===== src/rtl/prio_irq_pkg.sv =====
`timescale 1ns/1ps
package prio_irq_pkg;
  typedef enum logic [2:0] {ST_IDLE, ST_W2, ST_W3, ST_W4, ST_READY} init_st_e;

  typedef struct packed {
    logic aeoi;
    logic rot_aeoi;
    logic smm;
    logic poll;
    logic rd_isr;
  } mode_t;

  localparam logic [1:0] ADDR_CMD  = 2'd0;
  localparam logic [1:0] ADDR_DATA = 2'd1;
  localparam logic [1:0] ADDR_TRIG = 2'd2;
endpackage


===== src/rtl/irq_prio_resolver.sv =====
`timescale 1ns/1ps
module irq_prio_resolver #(
  parameter int N  = 8,
  parameter int LW = $clog2(N)
) (
  input  logic [N-1:0]  req_i,
  input  logic [LW-1:0] low_i,
  output logic          found_o,
  output logic [LW-1:0] lvl_o
);
  logic [LW-1:0] idx;

  // scan from farthest to nearest; the nearest hit above low_i wins
  always_comb begin
    found_o = 1'b0;
    lvl_o   = '0;
    idx     = '0;
    for (int k = N; k >= 1; k--) begin
      idx = LW'((int'(low_i) + k) % N);
      if (req_i[idx]) begin
        found_o = 1'b1;
        lvl_o   = idx;
      end
    end
  end
endmodule


===== src/rtl/irq_req_latch.sv =====
`timescale 1ns/1ps
module irq_req_latch #(
  parameter int N = 8
) (
  input  logic         clk_i,
  input  logic         rst_ni,
  input  logic [N-1:0] line_i,
  input  logic [N-1:0] level_i,
  input  logic [N-1:0] ack_clr_i,
  input  logic         init_clr_i,
  output logic [N-1:0] irr_o
);
  logic [N-1:0] prev_q, irr_q, irr_d, rise;

  assign rise  = line_i & ~prev_q;
  assign irr_o = irr_q;

  always_comb begin
    irr_d = (level_i & line_i) | (~level_i & (irr_q | rise) & ~ack_clr_i);
    if (init_clr_i) irr_d = '0;
  end

  always_ff @(posedge clk_i or negedge rst_ni) begin
    if (!rst_ni) begin
      prev_q <= '0;
      irr_q  <= '0;
    end else begin
      prev_q <= line_i;
      irr_q  <= irr_d;
    end
  end

  for (genvar i = 0; i < N; i++) begin : g_chk
    assert_edge_set_R11: assert property (@(posedge clk_i) disable iff (!rst_ni)
      (!level_i[i] && line_i[i] && !prev_q[i] && !init_clr_i && !ack_clr_i[i]) |=> irr_q[i]);
    assert_level_follow_R12: assert property (@(posedge clk_i) disable iff (!rst_ni)
      (level_i[i] && !init_clr_i) |=> (irr_q[i] == $past(line_i[i])));
  end
endmodule


===== src/rtl/prio_irq_ctrl.sv =====
`timescale 1ns/1ps
module prio_irq_ctrl
  import prio_irq_pkg::*;
(
  input  logic       clk_i,
  input  logic       rst_ni,
  input  logic       wr_i,
  input  logic       rd_i,
  input  logic [1:0] addr_i,
  input  logic [7:0] wdata_i,
  output logic [7:0] rdata_o,
  input  logic [7:0] irq_lines_i,
  input  logic       inta_i,
  output logic       int_o,
  output logic [7:0] vector_o
);
  localparam int N  = 8;
  localparam int LW = $clog2(N);
  localparam int BW = 8 - LW;

  init_st_e      step_q, step_d;
  mode_t         mode_q, mode_d;
  logic [N-1:0]  imr_q, imr_d, isr_q, isr_d, trig_q, trig_d;
  logic [LW-1:0] prio_q, prio_d;
  logic [BW-1:0] base_q, base_d;

  logic [N-1:0]  irr, blk, cand, ack_vec;
  logic          cmd_wr, data_wr, trig_wr, icw1, ocw2, ocw3;
  logic          win_found, pend, top_found, poll_rd, ack_go;
  logic [LW-1:0] win_lvl, top_lvl;

  assign cmd_wr  = wr_i && (addr_i == ADDR_CMD);
  assign data_wr = wr_i && (addr_i == ADDR_DATA);
  assign trig_wr = wr_i && (addr_i == ADDR_TRIG);
  assign icw1    = cmd_wr && wdata_i[4];
  assign ocw2    = cmd_wr && (wdata_i[4:3] == 2'b00);
  assign ocw3    = cmd_wr && !wdata_i[7] && (wdata_i[4:3] == 2'b01);

  // special mask mode with a live mask drops in-service blocking
  assign blk  = (mode_q.smm && (imr_q != '0)) ? '0 : isr_q;
  assign cand = (irr & ~imr_q) | blk;

  irq_prio_resolver #(.N(N)) u_win (
    .req_i(cand), .low_i(prio_q), .found_o(win_found), .lvl_o(win_lvl)
  );

  irq_prio_resolver #(.N(N)) u_top_isr (
    .req_i(isr_q), .low_i(prio_q), .found_o(top_found), .lvl_o(top_lvl)
  );

  assign pend    = win_found && !blk[win_lvl];
  assign poll_rd = rd_i && (addr_i == ADDR_CMD) && !mode_q.rd_isr && mode_q.poll;
  assign ack_go  = pend && (inta_i || poll_rd);

  always_comb begin
    ack_vec = '0;
    if (ack_go) ack_vec[win_lvl] = 1'b1;
  end

  irq_req_latch #(.N(N)) u_req (
    .clk_i     (clk_i),
    .rst_ni    (rst_ni),
    .line_i    (irq_lines_i),
    .level_i   (trig_q),
    .ack_clr_i (ack_vec),
    .init_clr_i(icw1),
    .irr_o     (irr)
  );

  assign int_o    = (step_q == ST_READY) && pend;
  assign vector_o = {base_q, win_lvl};

  always_comb begin
    unique case (addr_i)
      ADDR_CMD: begin
        if (mode_q.rd_isr)   rdata_o = isr_q;
        else if (mode_q.poll) rdata_o = pend ? {1'b1, {(BW-1){1'b0}}, win_lvl} : 8'h00;
        else                  rdata_o = irr;
      end
      ADDR_DATA: rdata_o = imr_q;
      ADDR_TRIG: rdata_o = trig_q;
      default:   rdata_o = 8'h00;
    endcase
  end

  always_comb begin
    step_d = step_q;
    mode_d = mode_q;
    imr_d  = imr_q;
    isr_d  = isr_q;
    prio_d = prio_q;
    base_d = base_q;
    trig_d = trig_q;

    if (ack_go) begin
      isr_d[win_lvl] = 1'b1;
      if (mode_q.aeoi) begin
        isr_d[win_lvl] = 1'b0;
        if (mode_q.rot_aeoi) prio_d = win_lvl;
      end
    end
    if (poll_rd) mode_d.poll = 1'b0;

    if (icw1) begin
      isr_d  = '0;
      imr_d  = '0;
      prio_d = LW'(N - 1);
      mode_d = '0;
      step_d = ST_W2;
    end else if (ocw2) begin
      unique case (wdata_i[7:5])
        3'd0: mode_d.rot_aeoi = 1'b0;
        3'd1: if (top_found) isr_d[top_lvl] = 1'b0;
        3'd2: ;
        3'd3: isr_d[wdata_i[LW-1:0]] = 1'b0;
        3'd4: mode_d.rot_aeoi = 1'b1;
        3'd5: if (top_found) begin
          isr_d[top_lvl] = 1'b0;
          prio_d         = top_lvl;
        end
        3'd6: prio_d = wdata_i[LW-1:0];
        3'd7: begin
          isr_d[wdata_i[LW-1:0]] = 1'b0;
          prio_d                 = wdata_i[LW-1:0];
        end
        default: ;
      endcase
    end else if (ocw3) begin
      if (wdata_i[6]) mode_d.smm    = wdata_i[5];
      if (wdata_i[2]) mode_d.poll   = 1'b1;
      if (wdata_i[1]) mode_d.rd_isr = wdata_i[0];
    end

    if (data_wr) begin
      unique case (step_q)
        ST_W2: begin
          base_d = wdata_i[7:LW];
          step_d = ST_W3;
        end
        ST_W3: step_d = ST_W4;
        ST_W4: begin
          mode_d.aeoi = wdata_i[1];
          step_d      = ST_READY;
        end
        default: imr_d = wdata_i;
      endcase
    end
    if (trig_wr) trig_d = wdata_i;
  end

  always_ff @(posedge clk_i or negedge rst_ni) begin
    if (!rst_ni) begin
      step_q <= ST_IDLE;
      mode_q <= '0;
      imr_q  <= '0;
      isr_q  <= '0;
      prio_q <= LW'(N - 1);
      base_q <= '0;
      trig_q <= '0;
    end else begin
      step_q <= step_d;
      mode_q <= mode_d;
      imr_q  <= imr_d;
      isr_q  <= isr_d;
      prio_q <= prio_d;
      base_q <= base_d;
      trig_q <= trig_d;
    end
  end

  assert_init_clear_R1: assert property (@(posedge clk_i) disable iff (!rst_ni)
    icw1 |=> (isr_q == '0 && imr_q == '0 && irr == '0 && prio_q == LW'(N - 1) && step_q == ST_W2));
  assert_int_unmasked_R3: assert property (@(posedge clk_i) disable iff (!rst_ni)
    int_o |-> (irr[vector_o[LW-1:0]] && !imr_q[vector_o[LW-1:0]]));
  assert_int_ready_R2: assert property (@(posedge clk_i) disable iff (!rst_ni)
    (step_q != ST_READY) |=> ($past(data_wr) || !int_o));
  assert_ack_isr_R4: assert property (@(posedge clk_i) disable iff (!rst_ni)
    (ack_go && !mode_q.aeoi && !cmd_wr) |=> isr_q[$past(win_lvl)]);
  assert_aeoi_keep_R7: assert property (@(posedge clk_i) disable iff (!rst_ni)
    (ack_go && mode_q.aeoi && !cmd_wr) |=> (isr_q == $past(isr_q)));
  assert_poll_clear_R9: assert property (@(posedge clk_i) disable iff (!rst_ni)
    (poll_rd && !wr_i) |=> !mode_q.poll);
endmodule


===== config.mk =====
export PLATFORM = sky130hd
export DESIGN_NAME = prio_irq_ctrl
export DESIGN_NICKNAME = d
export VERILOG_FILES = /design/src/rtl/prio_irq_pkg.sv /design/src/rtl/irq_prio_resolver.sv /design/src/rtl/irq_req_latch.sv /design/src/rtl/prio_irq_ctrl.sv
export SDC_FILE = /design/constraint.sdc
export NUM_CORES = 1
export LEC_CHECK = 0
export BUFFER_PORTS_ARGS = -buffer_cell sky130_fd_sc_hd__buf_2
export CAP_MARGIN = 20
export CORE_MARGIN = 2
export CORE_UTILIZATION = 60
export CTS_CLUSTER_DIAMETER = 60
export DETAILED_ROUTE_END_ITERATION = 10
export GPL_TIMING_DRIVEN = 0
export PLACE_DENSITY = 0.79
export SYNTH_ARGS = -nofsm -noshare
export SYNTH_HDL_FRONTEND = slang
export SYNTH_SLANG_ARGS = --single-unit

===== constraint.sdc =====
create_clock -name clk_i -period 6.9 [get_ports clk_i]
set_clock_uncertainty 0.2 [all_clocks]
set_input_delay 0.69 -clock clk_i [delete_from_list [all_inputs] [get_ports clk_i]]
set_output_delay 0.69 -clock clk_i [all_outputs]
set_load 0.03 [all_outputs]

# Word-level counts from Yosys, hierarchy flattened
# Index checks and enable logic that the tools add are counted.
# op_classes
n_addsub	8
n_lt_le_gt_ge	14
n_eq_ne	14
mux	110
bitwise	19
n_reduce_logical	38
# ops
op	n
$mux 8	14
$mux 3	26
$and 8x8->8	8
$not 8->8	7
$bmux 1 s3	17
$lt 3x4->1 const B	11
$mux 1	44
$or 8x8->8	4
$pmux 8 s3	1
$logic_and 1x1->1	17
$pmux 8 s2	1
$eq 3x3->1 const B	5
$add 3x3->3 const B	4
$demux 1 s3	3
$eq 3x2->1 const B	3
$ge 3x1->1 const B	3
$pmux 3 s3	1
$reduce_bool 2->1	4
$reduce_bool 8->1	1
$add 3x1->3 const B	2
$add 3x2->3 const B	2
$eq 3x1->1 const B	2
$pmux 3 s2	1
$reduce_and 3->1	2
13 further kinds	20
# word_totals
regBits	56
in_bits	23
out_inout_bits	17
elab_cells	216

# Depth between registers and ports, before layout
# depth
depth_word	27
ltp_mapped	20
mapped_depth_nobuf	15

# Modules after synthesis
# A second synthesis with hierarchy kept.
# unflattened
hier_cells	508
area_unflattened_um2	4629.4
# modules_own_cells
mod	instances	cells_each	area_each_um2	seq_area_each_um2
prio_irq_ctrl	1	312	2615.0	1004.7
irq_prio_resolver	2	77	674.4	0.0
irq_req_latch	1	42	665.6	400.4

# Worst setup path before layout
# OpenSTA, ideal clock, no wires.
# synth_timing
path_type	reg-to-output
startpoint	register prio_q[0]
endpoint	output port rdata_o[1]
arrival_time_ps	5376
required_ps	6010
slack_ps	634
stages_incl_launch_ff	18
path_buffers	3
cell_sequence	dfstp_2 -> clkinv_1 -> buf_1 -> clkbuf_1 -> ha_1 -> buf_2 -> and3b_1 -> a2111oi_0 -> nor2_1 -> mux4_1 -> or4_1 -> o311ai_2 -> nand3_1 -> o211ai_4 -> a2111oi_4 -> a211oi_2 -> nand3_1 -> o31ai_1
# synth_via
elab_chain_len	19
elab_cells_between_ends	48
cone_classes	add/sub: 8; mux: 38; reduce/logical: 2
# synth_rtl
item	line_no	text
start: declaration	prio_irq_ctrl.sv:24	logic [LW-1:0] prio_q, prio_d;
start signal: assignment	prio_irq_ctrl.sv:157	prio_q <= LW'(N - 1);
start signal: assignment	prio_irq_ctrl.sv:165	prio_q <= prio_d;
$add 3x1->3	irq_prio_resolver.sv:19	idx = LW'((int'(low_i) + k) % N);
$bmux 1 s3	irq_prio_resolver.sv:20	if (req_i[idx]) begin
$mux 1 (implied by the code)	irq_prio_resolver.sv:20	
$mux 3 (7 in series)	irq_prio_resolver.sv:20	
$mux 3 *	irq_prio_resolver.sv:20	
via vector_o[0]	prio_irq_ctrl.sv:15	output logic [7:0] vector_o
$bmux 1 s3 *	prio_irq_ctrl.sv:51	assign pend = win_found && !blk[win_lvl];
$mux 1 (implied by the code) *	prio_irq_ctrl.sv:51	
$logic_not 1->1 *	prio_irq_ctrl.sv:51	
$logic_and 1x1->1 *	prio_irq_ctrl.sv:51	
$mux 8 * (2 in series)	prio_irq_ctrl.sv:77	else if (mode_q.poll) rdata_o = pend ? {1'b1, {(BW-1){1'b0}}, win_lvl} : 8'h00;
$mux 8 *	prio_irq_ctrl.sv:76	if (mode_q.rd_isr) rdata_o = isr_q;
$pmux 8 s3 *	prio_irq_ctrl.sv:74	unique case (addr_i)
end: declaration	prio_irq_ctrl.sv:11	output logic [7:0] rdata_o,
# The timed path passes the listed nets; every way through them passes the cells marked *. The select of a mux whose other input is x is not followed.

# Worst setup path after layout
# layout_timing
startpoint	register prio_q[0]
endpoint	output port rdata_o[1]
# layout_via
elab_chain_len	19
elab_cells_between_ends	48
cone_classes	add/sub: 8; mux: 38; reduce/logical: 2
# layout_rtl
item	line_no
$add 3x1->3	irq_prio_resolver.sv:19
$bmux 1 s3	irq_prio_resolver.sv:20
$mux 1 (implied by the code)	irq_prio_resolver.sv:20
$mux 3 (8 in series)	irq_prio_resolver.sv:20
$bmux 1 s3	prio_irq_ctrl.sv:51
$mux 1 (implied by the code)	prio_irq_ctrl.sv:51
$logic_not 1->1	prio_irq_ctrl.sv:51
$logic_and 1x1->1	prio_irq_ctrl.sv:51
$mux 8 * (2 in series)	prio_irq_ctrl.sv:77
$mux 8 *	prio_irq_ctrl.sv:76
$pmux 8 s3 *	prio_irq_ctrl.sv:74
# Mark *: on every way between the ends. The rest lies on a longest branch, timed or not. The select of a mux whose other input is x is not followed.

==> flow_metrics.env <==
export IMPL_outcome="completed"
export IMPL_start_util_pct=62.4
export IMPL_viasPerCell=7.23
export IMPL_crit_type="reg -> out"
export IMPL_synth_seq_cells=56
export IMPL_cp_arrival_ns=5.76
export IMPL_final_core_util_pct=68.2
export IMPL_root_buffer="clkbuf_8"
export IMPL_cp_required_ns=6.01
export IMPL_diodes=0
export IMPL_numPortBuffers=36
export IMPL_ant_nets=0
export IMPL_crit_path_cell_trace="clkinvlp_4 > buf_2 > buf_2 > ha_1 > buf_2 > and3b_1 > a2111oi_2 > nor2_1 > mux4_1 > or4_1 > o311ai_2 > nand3_2 > o211ai_4 > a2111oi_4 > a211oi_4 > nand3_1 > o31ai_2 > buf_2"
export IMPL_area_growth_pct=9.17
export IMPL_gr_usage_met1_pct=52.4
export IMPL_yosysTopAreaCellShare_pct=24.1
export IMPL_gp_congestion=1.07
export IMPL_critical_path_max_fanout=10
export IMPL_setup_viol=0
export IMPL_grt_use_met3_pct=5.20
export IMPL_cpPeakStageDelay_ns=0.62
export IMPL_max_freq_mhz=150
export IMPL_grt_pass1_vias=5713
export IMPL_regArea_sq_um=1410
export IMPL_core_sq_um=8810
export IMPL_drt_pass1_iterations=7
export IMPL_cts_max_path_buffers=2
export IMPL_grt_pass1_wl_mm=31.2
export IMPL_cts_tree="yes"
export IMPL_drtIter0Drc=566
export IMPL_ys_types=84
export IMPL_synth_cells=680
export IMPL_dp_hpwl_mm=14.8
export IMPL_cp_num_buf_inv=5
export IMPL_wl_per_cell_um=23.2
export IMPL_worst_path_stages=18
export IMPL_cts_sinks=56
export IMPL_design_die_area_sq_um=9950
export IMPL_hold_buffers=0
export IMPL_cpMaxStageDelayCell="dfstp_2"
export IMPL_synth_flop_cell="dfrtp_1"
export IMPL_met2_usage_pct=66.8
export IMPL_cp_common_cell="buf_2"
export IMPL_async_flop_share_pct=100
export IMPL_grt_start_max_net_pins=43
export IMPL_grt_ovfl_total=0
export IMPL_yosysTopAreaCell="dfrtp_1"
export IMPL_synth_area_leaders="dfrtp_1, mux4_2, nand2_1"
export IMPL_final_cell_area_sq_um=6000
export IMPL_syn_nets=705
export IMPL_n_fill_cell=762
export IMPL_synth_edff_count=0
export IMPL_avgSynthCellArea_sq_um=8.09
export IMPL_drc_errors=0
export IMPL_drv_slew=0
export IMPL_clkLatencyLatePin_ns=0.32
export IMPL_tightest_slew_ns=0.807
export IMPL_drive_gt1_share_pct=17.9
export IMPL_track_usage_pct=40.0
export IMPL_numCtsBuffers=5
export IMPL_grt_busiest_layer="met2"
export IMPL_maxCapViolCount=0
export IMPL_rows=34
export IMPL_period_share_pct=96.4
export IMPL_htreeDepth=2
export IMPL_instances_no_fill=834
export IMPL_worst_hold_path_type="in -> async"
export IMPL_syn_area_sq_um=5500
export IMPL_multi_input_area_sq_um=3880
export IMPL_final_common_cell="nand2_1"
export IMPL_fin_crit_ns=6.65
export IMPL_yosys_warnings=0
export IMPL_finalHoldViolCount=0
export IMPL_clk_pin_slew_ns=0.11
export IMPL_slew_headroom_pct=45.8
export IMPL_io_pins=40
export IMPL_die_x_um=99.7
export IMPL_crit_family="compound AO/OA/AOI/OAI gates"
export IMPL_place_area_sq_um=5830
export IMPL_rsz0062_at_grt="no"
export IMPL_antenna_found_initial=0
export IMPL_layout_common_cells="nand2_1, a21oi_1, dfrtp_1"
export IMPL_ys_seq_area_share_pct=25.6
export IMPL_placed_cells=825
export IMPL_reg2reg_depth=17
export IMPL_wl_mm=19.4
export IMPL_die_h_um=99.7
export IMPL_critPathLaunchType="flip-flop"
export IMPL_nets=750
export IMPL_via_count=6029
export IMPL_end_kind="output port"
[cell families (layout without fill, tap and decap cells)]
group,after synthesis,in the layout,synth area share [%]
buffers and inverters,69,115,5.03
and+or+nand+nor,276,276,25.8
AOI/OAI and AO/OA,234,234,31.9
adders and majority gates,2,2,0.455
DFF,56,56,25.6
xor gates and xnor gates,6,6,0.956
muxes,37,37,10.3
[registers in the layout, indices dropped and copies added, names as in the netlist]
register / flops
prio_q: 3
step_q: 3
u_req.prev_q: 8
isr_q: 8
trig_q: 8
u_req.irr_o: 8
imr_q: 8
mode_q: 5
base_q: 5
[cell usage after synthesis, types with 13 or more instances]
| master | count |
|---|---|
| inv_1 | 23 |
| mux4_2 | 13 |
| clkbuf_1 | 30 |
| o21ai_0 | 43 |
| nand2_1 | 75 |
| nand3_1 | 32 |
| and2_1 | 15 |
| mux2_2 | 13 |
| and3_1 | 18 |
| nor2b_1 | 22 |
| a21oi_1 | 54 |
| nor3_1 | 19 |
| dfrtp_1 | 53 |
| nand2b_1 | 13 |
| nor2_1 | 46 |
[through the flow]
step                TNS, ns  hold slack, ns  worst slack (ns)
floorplan                 0           0.194             0.634
global placement     -0.789           0.265            -0.295
detailed placement   -0.756           0.296            -0.291
CTS                       0          0.0836            0.0798
global route              0          0.0909            0.0131
finish                    0          0.0750             0.251
[per-layer routing]
layer,up-vias,share of wire [%]
met5,-,0
met4,0,5.1
met3,81,8.5
met2,413,47
met1,2870,40
li1,2665,-
[what timing repair did]
action,in CTS,in global routing
setup endpoints to repair,5,5
resized for setup,7,14
pin swaps,1,3
setup buffers,1,1
[worst register-to-register path, cell delays in order, from the launching register on]
cell and delay [ns]:
dfstp_2 0.62, clkinvlp_4 0.23, buf_2 0.27, buf_2 0.24
ha_1 0.31, buf_2 0.17, and3b_1 0.20, a2111oi_2 0.43
nor2_1 0.18, mux4_2 0.58, a2111oi_4 0.58, or2_2 0.24
o211ai_4 0.17, a2111oi_4 0.50, or3_1 0.17, buf_2 0.19
o21ai_0 0.11, a21oi_1 0.25
[cell type report]
| cell class | instances | share of cell area, % |
|---|---|---|
| Buffer | 42 | 3.00 |
| Clock buffer | 6 | 1.21 |
| Clock inverter | 2 | 0.292 |
| Inverter | 26 | 1.69 |
| Multi-Input combinational cell | 555 | 64.6 |
| Sequential cell | 56 | 23.4 |
| Tap cell | 108 | 2.25 |
| Timing Repair Buffer | 39 | 3.58 |
[final timing paths]
path	start	to	slack, ns
max	prio_q[0]	rdata_o[1]	0.25
min	rst_ni	imr_q[4]	0.08
max reg2reg	prio_q[0]	isr_q[1]	1.16
min reg2reg	base_q[3]	base_q[3]	0.32
max in group asynchronous	rst_ni	prio_q[0]	5.81
min in group clk_i	irq_lines_i[2]	u_req.prev_q[2]	0.30
Power is not shown: default switching activity piles up to over one toggle a cycle in this logic, so the estimate is an artifact.
